--- src/rtl/skewcal_pkg.sv ---
`timescale 1ns/1ps
package skewcal_pkg;
  typedef enum logic [1:0] {
    ST_IDLE   = 2'd0,
    ST_PROBE1 = 2'd1,
    ST_PROBE2 = 2'd2,
    ST_TRACK  = 2'd3
  } phase_e;
endpackage

--- src/rtl/skew_step.sv ---
`timescale 1ns/1ps
// Saturating add/subtract of a shifted signed error onto an unsigned word.
module skew_step #(
  parameter int WW = 9,
  parameter int EW = 12,
  parameter int SW = 3
) (
  input  logic [WW-1:0]        word_i,
  input  logic signed [EW-1:0] err_i,
  input  logic [SW-1:0]        shift_i,
  input  logic                 neg_i,
  output logic [WW-1:0]        word_o
);
  localparam int AW = EW + 2;

  logic signed [EW-1:0] delta;
  logic signed [AW-1:0] base, dext, sum, top;

  always_comb begin
    delta = err_i >>> shift_i;
    base  = $signed({{(AW-WW){1'b0}}, word_i});
    dext  = {{2{delta[EW-1]}}, delta};
    top   = $signed({{(AW-WW){1'b0}}, {WW{1'b1}}});
    sum   = neg_i ? (base - dext) : (base + dext);
    if (sum < 0)
      word_o = '0;
    else if (sum > top)
      word_o = '1;
    else
      word_o = sum[WW-1:0];
  end
endmodule

--- src/rtl/skew_dir_fsm.sv ---
`timescale 1ns/1ps
// Probe/track sequencer: learns the integration sign from two errors.
module skew_dir_fsm
  import skewcal_pkg::*;
#(
  parameter int NCH = 4,
  parameter int EW  = 12,
  parameter int CW  = 2
) (
  input  logic                 clk,
  input  logic                 rst_n,
  input  logic                 start_i,
  input  logic                 vld_i,
  input  logic signed [EW-1:0] err_i,
  input  logic [CW-1:0]        ch_i,
  output phase_e               phase_o,
  output logic                 dir_pos_o,
  output logic [CW-1:0]        probe_ch_o,
  output logic                 probe_upd_o,
  output logic                 flip_o
);
  phase_e               phase_q, phase_d;
  logic                 dir_q, dir_d;
  logic [CW-1:0]        pch_q, pch_d;
  logic signed [EW-1:0] e1_q, e1_d;
  logic                 same_sign, grew;

  function automatic logic [EW:0] mag(input logic signed [EW-1:0] v);
    logic signed [EW:0] x;
    x = {v[EW-1], v};
    return x[EW] ? $unsigned(-x) : $unsigned(x);
  endfunction

  always_comb begin
    same_sign = ((e1_q > 0) && (err_i > 0)) || ((e1_q < 0) && (err_i < 0));
    grew      = same_sign && (mag(err_i) > mag(e1_q));
  end

  always_comb begin
    phase_d     = phase_q;
    dir_d       = dir_q;
    pch_d       = pch_q;
    e1_d        = e1_q;
    probe_upd_o = 1'b0;
    flip_o      = 1'b0;
    if (start_i) begin
      phase_d = ST_PROBE1;
      dir_d   = 1'b0;
      pch_d   = ch_i;
    end else if (vld_i) begin
      unique case (phase_q)
        ST_PROBE1: begin
          probe_upd_o = 1'b1;
          e1_d        = err_i;
          phase_d     = ST_PROBE2;
        end
        ST_PROBE2: begin
          flip_o  = grew;
          dir_d   = grew ? 1'b1 : dir_q;
          phase_d = ST_TRACK;
        end
        default: ;
      endcase
    end
  end

  always_ff @(posedge clk or negedge rst_n) begin
    if (!rst_n) begin
      phase_q <= ST_IDLE;
      dir_q   <= 1'b0;
      pch_q   <= '0;
      e1_q    <= '0;
    end else begin
      phase_q <= phase_d;
      dir_q   <= dir_d;
      pch_q   <= pch_d;
      e1_q    <= e1_d;
    end
  end

  assign phase_o    = phase_q;
  assign dir_pos_o  = dir_q;
  assign probe_ch_o = pch_q;
endmodule

--- src/rtl/skew_dir_loop.sv ---
`timescale 1ns/1ps
module skew_dir_loop
  import skewcal_pkg::*;
#(
  parameter int NCH  = 4,
  parameter int WW   = 9,
  parameter int EW   = 12,
  parameter int SW   = 3,
  parameter int INIT = 256
) (
  input  logic                    clk,
  input  logic                    rst_n,
  input  logic                    start_i,
  input  logic                    err_vld_i,
  input  logic signed [EW-1:0]    err_i,
  input  logic [$clog2(NCH)-1:0]  ch_sel_i,
  input  logic [SW-1:0]           mu_shift_i,
  output logic [NCH*WW-1:0]       words_o,
  output logic                    dir_pos_o,
  output logic                    fine_o
);
  localparam int CW = $clog2(NCH);

  phase_e        phase_q;
  logic [CW-1:0] probe_ch, tgt;
  logic          probe_upd, flip, upd_en, dir_pos;
  logic [WW-1:0] word_q [NCH];
  logic [WW-1:0] word_d [NCH];
  logic [WW-1:0] snap_q, snap_d, cur_word, new_word;

  skew_dir_fsm #(.NCH(NCH), .EW(EW), .CW(CW)) fsm_i (
    .clk        (clk),
    .rst_n      (rst_n),
    .start_i    (start_i),
    .vld_i      (err_vld_i),
    .err_i      (err_i),
    .ch_i       (ch_sel_i),
    .phase_o    (phase_q),
    .dir_pos_o  (dir_pos),
    .probe_ch_o (probe_ch),
    .probe_upd_o(probe_upd),
    .flip_o     (flip)
  );

  always_comb begin
    tgt      = (phase_q == ST_TRACK) ? ch_sel_i : probe_ch;
    upd_en   = probe_upd || ((phase_q == ST_TRACK) && err_vld_i && !start_i);
    cur_word = word_q[tgt];
    snap_d   = start_i ? word_q[ch_sel_i] : snap_q;
  end

  skew_step #(.WW(WW), .EW(EW), .SW(SW)) step_i (
    .word_i (cur_word),
    .err_i  (err_i),
    .shift_i(mu_shift_i),
    .neg_i  (dir_pos),
    .word_o (new_word)
  );

  always_ff @(posedge clk or negedge rst_n) begin
    if (!rst_n) snap_q <= WW'(INIT);
    else        snap_q <= snap_d;
  end

  for (genvar i = 0; i < NCH; i++) begin : g_ch
    always_comb begin
      word_d[i] = word_q[i];
      if (upd_en && (tgt == CW'(i)))
        word_d[i] = new_word;
      if (flip && (probe_ch == CW'(i)))
        word_d[i] = snap_q;
    end

    always_ff @(posedge clk or negedge rst_n) begin
      if (!rst_n) word_q[i] <= WW'(INIT);
      else        word_q[i] <= word_d[i];
    end

    assign words_o[i*WW +: WW] = word_q[i];
  end

  assign dir_pos_o = dir_pos;
  assign fine_o    = (phase_q == ST_TRACK);
endmodule

--- config.mk ---
export PLATFORM = sky130hd
export DESIGN_NAME = skew_dir_loop
export DESIGN_NICKNAME = d
export VERILOG_FILES = /design/src/rtl/skewcal_pkg.sv /design/src/rtl/skew_step.sv /design/src/rtl/skew_dir_fsm.sv /design/src/rtl/skew_dir_loop.sv
export SDC_FILE = /design/constraint.sdc
export NUM_CORES = 1
export LEC_CHECK = 0
export BUFFER_PORTS_ARGS = -buffer_cell sky130_fd_sc_hd__buf_4
export CAP_MARGIN = 20
export CELL_PAD_IN_SITES_DETAIL_PLACEMENT = 1
export CELL_PAD_IN_SITES_GLOBAL_PLACEMENT = 2
export CORE_ASPECT_RATIO = 1.2
export CORE_MARGIN = 2
export CORE_UTILIZATION = 38
export CTS_CLUSTER_DIAMETER = 40
export DETAILED_ROUTE_END_ITERATION = 16
export PLACE_DENSITY = 0.89
export SLEW_MARGIN = 20
export SYNTH_ARGS = -nofsm -noshare
export SYNTH_HDL_FRONTEND = slang
export SYNTH_SLANG_ARGS = --single-unit
--- constraint.sdc ---
create_clock -name clk -period 4.8 [get_ports clk]
set_input_delay 1.44 -clock clk [delete_from_list [all_inputs] [get_ports clk]]
set_output_delay 1.44 -clock clk [all_outputs]
set_load 0.01 [all_outputs]
==> results.txt, run 1 <==
The initial utilization of the core area, before any placement, comes to 38.5%. The reported leakage power is around 3.6 nW. The overall overflow remaining after global route came out at 0. The number of optimization iterations in the first detailed-route pass is 4. The pin count of the biggest net entering global routing came out at 63. Clock skew on the completed layout was measured at between 0.005 and 0.006 ns. TritonCTS built the clock tree.

The library cell used most frequently in the layout, excluding fill and tap cells, is sky130_fd_sc_hd__buf_4. The wire length after detailed routing came out at 23000 um. The clock insertion delay at the later pin of the skew report is between 0.3 and 0.4 ns. For this run, the register share of the synthesized area comes to between 20 and 30%. The share of flip-flops with an asynchronous set or reset after synthesis is 100%. The count of endpoints failing setup in the final report came out at 0.

The cell sitting at the root of the clock tree is a sky130_fd_sc_hd__clkbuf_16. The DRC marker count from the first detailed-route iteration came out at 361. In this run the worst hold path is classified as flip-flop to flip-flop.

Across the VDD grid, the largest voltage drop is around 0.34 mV. The number of fillers in the final layout is approximately 1700. For this run, the leading register cell type out of synthesis is sky130_fd_sc_hd__dfrtp_1. The number of antenna violations at the first check in global routing came out at 0. For this block, the via count after detailed routing is 5745. The cell area after technology mapping is ~5700 um^2. The average footprint of a synthesized cell is 9.26 um^2. For this run, the top clock speed supported by timing is around 210 MHz. The number of cells in the design after placement came out at between 900 and 1000.

The number of nets handed over by synthesis was between 600 and 700. The max-slew violation total from the final report came out at 0. The via count of the first global-routing pass is 6242. The total power density per cell area came out at around 570 nW/um^2. The cell area after layout is 7900 um^2. The weighted congestion at the end of routability-driven global placement came out at 0.878. The total core area is 14900 um^2. The flow ran to the end, and the final reports show no timing, DRC or antenna violations. The fraction of layout cells with a size suffix above 1 came out at between 40% and 50%. The total count of hold-check failures in the final report is 0.

The measured slew at the worst slew-check pin came out at roughly 0.86 ns. The worst setup path is of the input pin to flip-flop kind. The antenna violation net count after detailed routing came out at 0. The first global-routing pass estimated roughly 34000 um of wire. The total of buffers placed on input and output ports came out at between 50 and 60.

The number of nets in the final layout came out at 810. STA classifies the critical path startpoint as an input pin. Summing all placed instances gives a cell area of between 7000 and 8000 um^2. The overall routing resource usage came out at between 20% and 30%. Synthesis produced a netlist whose cell count is between 600 and 700.

The count of synthesis-stage warnings from yosys is 0. The count of maximum capacitance violations is 0. The number of synthesized register bits is 62. After floorplanning, the core was divided into just under 50 placement rows. Setup repair after global routing could not meet its margin everywhere. The die span in x came out at approximately 120 um.

The area of the die is 16100 um^2. Relative to the synthesized area, the layout overhead comes to 37.8%. Of all cell types, the one taking the most synthesized area is sky130_fd_sc_hd__dfrtp_1. The die extent in y came out at ~140 um. The number of buffers added to fix hold violations after cts is 0. Data on the critical path arrives at its endpoint at 4.96 ns.

CTS built an H-tree with a depth of 3. The count of non-filler cells in the finished layout is 973. In the layout the commonest cells are sky130_fd_sc_hd__buf_4, sky130_fd_sc_hd__dfrtp_1, sky130_fd_sc_hd__nor2_1. The post-synthesis cell type count came out at 60. The share of the clock period used by the worst path after layout is around 100%. By area the synthesized netlist is led by sky130_fd_sc_hd__dfrtp_1, sky130_fd_sc_hd__mux2i_1, sky130_fd_sc_hd__mux4_2, sky130_fd_sc_hd__mux2_2, sky130_fd_sc_hd__ha_1. The required time of the worst setup path came out at 5.00 ns. The count of inserted antenna diode cells is 0. The synthesized design contains 0 enable-type register cells. The clock-pin transition on the worst setup and hold timing paths came out at 0.06 ns. The via density per instance is around 5.9. The share of Yosys cell area claimed by the top area cell type is ~25%.

In this run the worst path has a maximum fanout of 5. The clock period minus final worst setup slack came out at between 4 and 5 ns. The placed wire-length estimate is around 15000 um. The number of remaining DRC errors is 0. The detailed-route wire length per cell came out at approximately 24 um. Pin placement for this block handled 59 I/O pins. The total clock buffers created by CTS is 9. The buffer depth of the longest clock path is 2.

The worst slew margin relative to its limit came out at between 40 and 50%. The worst setup path is captured at a flip-flop. The TritonCTS sink count came out at 62.
## metal layers
| metal | up-vias | part of all wire (%) | GRT usage [%] |
|---|---|---|---|
| met5 | - | 0 | 0 |
| met4 | 0 | 3.8 | 8.96 |
| met3 | 55 | 4.2 | 4.20 |
| met2 | 193 | 52 | 47.5 |
| met1 | 2939 | 40 | 32.7 |
| li1 | 2558 | - | - |
## power by group
part | total, W | switching [W] | internal [W]
Sequential | 0.00103 | 0.000296 | 0.000735
Clock | 0.000704 | 0.000247 | 0.000457
Combinational | 0.00275 | 0.00142 | 0.00133
## sequential cells by signal, summed over array words and instances, names as in the netlist
| register | cells |
|---|---|
| fsm_i.phase_o | 2 |
| words_o | 36 |
| fsm_i.e1_q | 12 |
| snap_q | 9 |
| fsm_i.dir_pos_o | 1 |
| fsm_i.probe_ch_o | 2 |
## kinds of logic (layout without fill, tap and decap cells)
group / count (synthesis) / after routing / synth area share [%]
AND/OR/NAND/NOR: 190 / 190 / 17.5
AO/OA/AOI/OAI: 154 / 154 / 18.2
multiplexers: 97 / 97 / 21.8
flip-flops: 62 / 62 / 27.2
buffers and inverters: 56 / 206 / 4.56
XOR/XNOR: 33 / 33 / 5.04
adder cells (fa/ha/maj): 25 / 25 / 5.59
other: 2 / 2 / 0.131
## cells in the mapped netlist, types with 3 or more instances
cell and number:
sky130_fd_sc_hd__dfrtp_1 57, sky130_fd_sc_hd__mux2i_1 45, sky130_fd_sc_hd__nand2_1 41, sky130_fd_sc_hd__a21oi_1 40
sky130_fd_sc_hd__nor2_1 39, sky130_fd_sc_hd__mux2_2 33, sky130_fd_sc_hd__nor2b_1 33, sky130_fd_sc_hd__o21ai_0 29
sky130_fd_sc_hd__ha_1 24, sky130_fd_sc_hd__and2_1 23, sky130_fd_sc_hd__inv_1 22, sky130_fd_sc_hd__a22oi_1 19
sky130_fd_sc_hd__mux4_2 19, sky130_fd_sc_hd__clkbuf_1 18, sky130_fd_sc_hd__xnor2_1 17, sky130_fd_sc_hd__xor2_1 16
sky130_fd_sc_hd__a21oi_2 11, sky130_fd_sc_hd__buf_2 11, sky130_fd_sc_hd__nor3_1 9, sky130_fd_sc_hd__a31oi_1 8
sky130_fd_sc_hd__nand2b_1 8, sky130_fd_sc_hd__nand3_1 8, sky130_fd_sc_hd__o21a_1 7, sky130_fd_sc_hd__a21boi_0 5
sky130_fd_sc_hd__buf_6 5, sky130_fd_sc_hd__dfstp_2 5, sky130_fd_sc_hd__nand4_1 5, sky130_fd_sc_hd__o31ai_1 5
sky130_fd_sc_hd__nor4_1 4, sky130_fd_sc_hd__a21o_1 3, sky130_fd_sc_hd__and3_1 3, sky130_fd_sc_hd__o211ai_1 3
sky130_fd_sc_hd__o41ai_1 3, sky130_fd_sc_hd__or3_1 3, sky130_fd_sc_hd__or4_1 3
## worst max-delay path, stage by stage
cell	delay, ns
sky130_fd_sc_hd__buf_8	0.09
sky130_fd_sc_hd__mux4_2	0.53
sky130_fd_sc_hd__mux2i_2	0.22
sky130_fd_sc_hd__ha_2	0.23
sky130_fd_sc_hd__o221a_4	0.19
sky130_fd_sc_hd__o2111a_2	0.21
sky130_fd_sc_hd__a21oi_2	0.06
sky130_fd_sc_hd__xor2_1	0.16
sky130_fd_sc_hd__nand2_1	0.08
sky130_fd_sc_hd__o31ai_2	0.06
sky130_fd_sc_hd__ha_1	0.35
sky130_fd_sc_hd__nand2_2	0.08
sky130_fd_sc_hd__o21ai_2	0.12
sky130_fd_sc_hd__inv_2	0.06
sky130_fd_sc_hd__or3_4	0.38
sky130_fd_sc_hd__o32ai_4	0.27
sky130_fd_sc_hd__buf_6	0.19
sky130_fd_sc_hd__clkbuf_16	0.16
sky130_fd_sc_hd__a31oi_1	0.07
## final timing paths
path | from | endpoint | slack [ns] | cells past startpoint
min in group asynchronous | rst_n | words_o[25] | 1.20 | 1
max | mu_shift_i[1] | words_o[9] | 0.04 | 19
min | fsm_i.e1_q[6] | fsm_i.e1_q[6] | 0.56 | 1
max in group asynchronous | rst_n | words_o[18] | 3.01 | 1
max reg2reg | fsm_i.e1_q[4] | words_o[1] | 0.71 | 16
min reg2reg | fsm_i.e1_q[6] | fsm_i.e1_q[6] | 0.56 | 1
## what timing repair did
action                                  in CTS  in global routing
buffers inserted                             3                  2
cloned                                       1                  7
pin swaps                                    4                  5
endpoints found under the setup margin      33                 36
gates resized for setup                      8                 56
endpoints found under the hold margin        0                  0
## cell type report
type | count | area [um^2] | share of cell area (%)
clock inverters | 3 | 40.0 | 0.507
clock buffers | 13 | 280 | 3.55
repair buffers | 168 | 1450 | 18.4
well taps | 204 | 255 | 3.23
multi-input cells | 501 | 4240 | 53.6
flip-flops and latches | 62 | 1560 | 19.7
inverters | 22 | 82.6 | 1.04
## per-stage QoR
step / setup WS [ns] / TNS (ns) / util [%] / hold slack [ns] / power, W
6_report: 0.0367 / 0 / 53.1 / 0.564 / 0.00449
3_5_place_dp: -0.389 / -12.14 / 47.6 / 0.539 / 0.00332
3_3_place_gp: -0.254 / -8.22 / 47.6 / 0.525 / 0.00317
4_1_cts: 0.00589 / 0 / 50.3 / 0.552 / 0.00415
2_1_floorplan: -0.300 / -9.61 / - / 0.505 / 0.00236
5_1_grt: -0.114 / -2.53 / 53.1 / 0.595 / 0.00472
Note: power is estimated with default switching activity, not from simulation.
==> inputs of run 2 (changes only) <==
--- a/config.mk
+++ b/config.mk
@@ -11,10 +11,10 @@
 export CELL_PAD_IN_SITES_GLOBAL_PLACEMENT = 2
 export CORE_ASPECT_RATIO = 1.2
 export CORE_MARGIN = 2
-export CORE_UTILIZATION = 38
+export CORE_UTILIZATION = 30
 export CTS_CLUSTER_DIAMETER = 40
 export DETAILED_ROUTE_END_ITERATION = 16
-export PLACE_DENSITY = 0.89
+export PLACE_DENSITY = 0.74
 export SLEW_MARGIN = 20
 export SYNTH_ARGS = -nofsm -noshare
 export SYNTH_HDL_FRONTEND = slang
==> run 2 against run 1 <==
  * Clock skew up 0.0038 ns
  * Flip-flop and latch count unchanged
  * Design area is 2.4% lower
  * Total power down 7.0%
  * Routed wire length down 11%
  * Combinational power shrank 11%
  * Die area is 26% higher
  * Critical path depth did not move
  * Global-route usage fell by 6.1 points
  * Count of clock-buffer cells in the layout grew 1
==> results.txt, run 2 (synthesis gave the netlist of run 1 again) <==
The flow ran to the end, and the final reports show no timing, DRC or antenna violations. For this run, global-route usage on met1 was measured as a little over a quarter. The fraction of layout cells with a size suffix above 1 came out at 37.9%. The cell internal power dissipation came out at approximately 0.0024 W. In this run the worst hold path is classified as flip-flop to flip-flop. Once layout is complete, the utilization of the core stands at around two fifths. The max-slew violation total from the final report is 0. Setup repair after global routing could not meet its margin everywhere. The number of nets in the final layout is 808. The starting density of the core is between 30% and 40%.

The DRC marker count from the first detailed-route iteration is between 150 and 200. The first detailed-routing pass took 4 iterations. On the final layout, the worst clock skew is between 0.009 and 0.01 ns. The total count of hold-check failures in the final report is 0. The buffer type at the clock tree root is sky130_fd_sc_hd__clkbuf_16. The overall routing resource usage came out at 20.7%.

TritonCTS created 9 clock buffers. For this design the static power due to leakage is 3.59 nW. The arrival time at the worst endpoint is 5.00 ns. The via count of the first global-routing pass was between 5000 and 6000.

The wire length after detailed routing came out at ~20000 um. In this run the most used layer during global routing was met2. The die is about 130 um wide. For this run, global-route usage on met2 was measured as 35.9%.

The register share of total power is between 20% and 30%. The total of buffers placed on input and output ports came out at 58. The share of total power consumed by net switching came out at between 40% and 50%. The count of endpoints failing setup in the final report came out at 0.

The kind of capture point of the worst setup path is a flip-flop. The number of buffers added to fix hold violations after cts came out at 0. The share of power burned in the clock network is 16.8%. The weighted congestion at the end of routability-driven global placement came out at 0.857. Once detail routing completed, the nets flagged for antenna violations numbered 0. The leading cell type in the layout, fill and taps excluded is sky130_fd_sc_hd__buf_4. Counting along the longest clock path gives a buffer depth of 2.

The worst setup path is launched from an input pin. Headroom to the max-slew limit came out at a little over two fifths. The number of remaining DRC errors came out at 0. In the layout the commonest cells are sky130_fd_sc_hd__buf_4, sky130_fd_sc_hd__dfrtp_1, sky130_fd_sc_hd__mux2i_1, sky130_fd_sc_hd__nor2_1, sky130_fd_sc_hd__nand2_1.

The count of inserted antenna diode cells is 0. The largest fanout on the critical path is 11. The count of vias placed by the detailed router is 5530. Compared with the post-synthesis result, the final layout area differs by 34.5%. The overall overflow remaining after global route is 0. The number of flip-flops in the largest register came out at 36. Counting every sink on the clock net gives 62. The TritonCTS clock tree is done. The met3 usage is 3.06%.

STA puts the critical path data required time at approximately 5.0 ns. The via density per instance is 5.41. The total power density per cell area came out at around 540 nW/um^2. The clock-pin transition on the worst setup and hold timing paths came out at 0.05 ns. The class of the most critical setup path is input pin to flip-flop. Across the run, the number of max-cap violations was 0. Summing internal, switching and leakage power gives ~0.0042 W. The clock insertion delay at the later pin of the skew report is 0.34 ns. The total area inside the core boundary comes to 18800 um^2. Combinational logic is responsible for slightly below 60% of the overall power. The floorplan step defined a die boundary enclosing about 20000 um^2. The die extent in y came out at between 150 and 200 um. The detailed-route wire length per cell came out at approximately 20 um.

At the pin with the least slew margin, the transition time is approximately 0.9 ns. The wire-length estimate of the detail-placed layout is between 15000 and 20000 um. The peak clock frequency supported by timing is between 200 and 250 MHz. Pin placement for this block handled 59 I/O pins. The pin count of the biggest net entering global routing came out at 63.

The wire length of the first global-routing pass is approximately 32000 um. The worst path needs roughly 4.8 ns of the cycle, external delays included. For this design the total switching power over the nets is around 0.0017 W. Row generation in the floorplan step produced 55 rows. The share of the clock period used by the worst path after layout came out at between 90% and 100%. The number of antenna violations at the first check in global routing was 0.

The worst supply voltage drop on vdd is ~0.32 mV. The maximum level of the CTS H-tree came out at 3.
## run 2: cell types whose count changed in the layout (fill, tap and decap cells not counted), sizes merged
cell      previous run  this run
clkinv               2         0
clkbuf              18        16
buf                163       164
clkinvlp             0         1
## run 2: cell type report
type                    count  area [um^2]
clock buffers              14          284
flip-flops and latches     62         1560
clock inverters             2         37.5
repair buffers            166         1380
inverters                  22         82.6
well taps                 256          320
fillers                  2162        11100
multi-input cells         501         4050
## run 2: metal layers
layer  share of wire [%]  vias to the layer above
met5                   0                        -
met4                 3.0                        0
met3                 2.9                       42
met2                  51                      114
met1                  44                     2821
li1                    -                     2553
## run 2: final timing paths
kind                             startpoint       endpoint  slack (ns)  cells after the start
hold / removal                fsm_i.e1_q[6]  fsm_i.e1_q[6]        0.55                      1
hold reg to reg               fsm_i.e1_q[6]  fsm_i.e1_q[6]        0.55                      1
min in group asynchronous             rst_n  fsm_i.e1_q[4]        1.18                      1
setup reg to reg           fsm_i.phase_o[0]     words_o[2]        0.74                     16
max in group asynchronous             rst_n      snap_q[3]        3.00                      1
setup / recovery              mu_shift_i[1]     words_o[2]        0.02                     19
## run 2: power groups by stage
stage	logic (W)	registers, W	clock network (W)
after floorplan	0.00141	0.000956	0
after global placement	0.00222	0.000986	0
after detailed placement	0.00233	0.00100	0
after CTS	0.00236	0.000997	0.000717
after global routing	0.00270	0.00104	0.000739
final	0.00246	0.00101	0.000702
## run 2: stage by stage
| step | TNS, ns | hold WS (ns) | area (um^2) | cells | worst slack [ns] |
|---|---|---|---|---|---|
| after floorplan | -9.61 | 0.505 | 5790 | 619 | -0.300 |
| after detailed placement | -14.12 | 0.547 | 7180 | 1001 | -0.445 |
| after CTS | 0 | 0.561 | 7520 | 1017 | 0.0167 |
| after global routing | -3.22 | 0.595 | 7710 | 1023 | -0.122 |
| final | 0 | 0.555 | 7710 | 1023 | 0.0192 |
| after global placement | -8.19 | 0.521 | 7180 | 1001 | -0.261 |
## run 2: repair_timing
item	4_1_cts	5_1_grt
gates cloned	0	2
endpoints found under the setup margin	35	36
gates resized for setup	4	27
setup buffers	0	4
pin swaps	1	6
## run 2: worst max-delay path: stages
cell and delay [ns]:
sky130_fd_sc_hd__buf_8 0.09, sky130_fd_sc_hd__mux4_2 0.54, sky130_fd_sc_hd__mux2i_2 0.22, sky130_fd_sc_hd__ha_2 0.23, sky130_fd_sc_hd__o221a_4 0.19, sky130_fd_sc_hd__o2111a_2 0.21
sky130_fd_sc_hd__a21oi_2 0.06, sky130_fd_sc_hd__xor2_1 0.16, sky130_fd_sc_hd__nand2_1 0.09, sky130_fd_sc_hd__o31ai_2 0.06, sky130_fd_sc_hd__ha_1 0.34, sky130_fd_sc_hd__nand2_2 0.07
sky130_fd_sc_hd__o21ai_2 0.14, sky130_fd_sc_hd__inv_2 0.05, sky130_fd_sc_hd__or3_4 0.37, sky130_fd_sc_hd__o32ai_4 0.31, sky130_fd_sc_hd__buf_12 0.17, sky130_fd_sc_hd__clkbuf_16 0.18
sky130_fd_sc_hd__a21oi_2 0.06
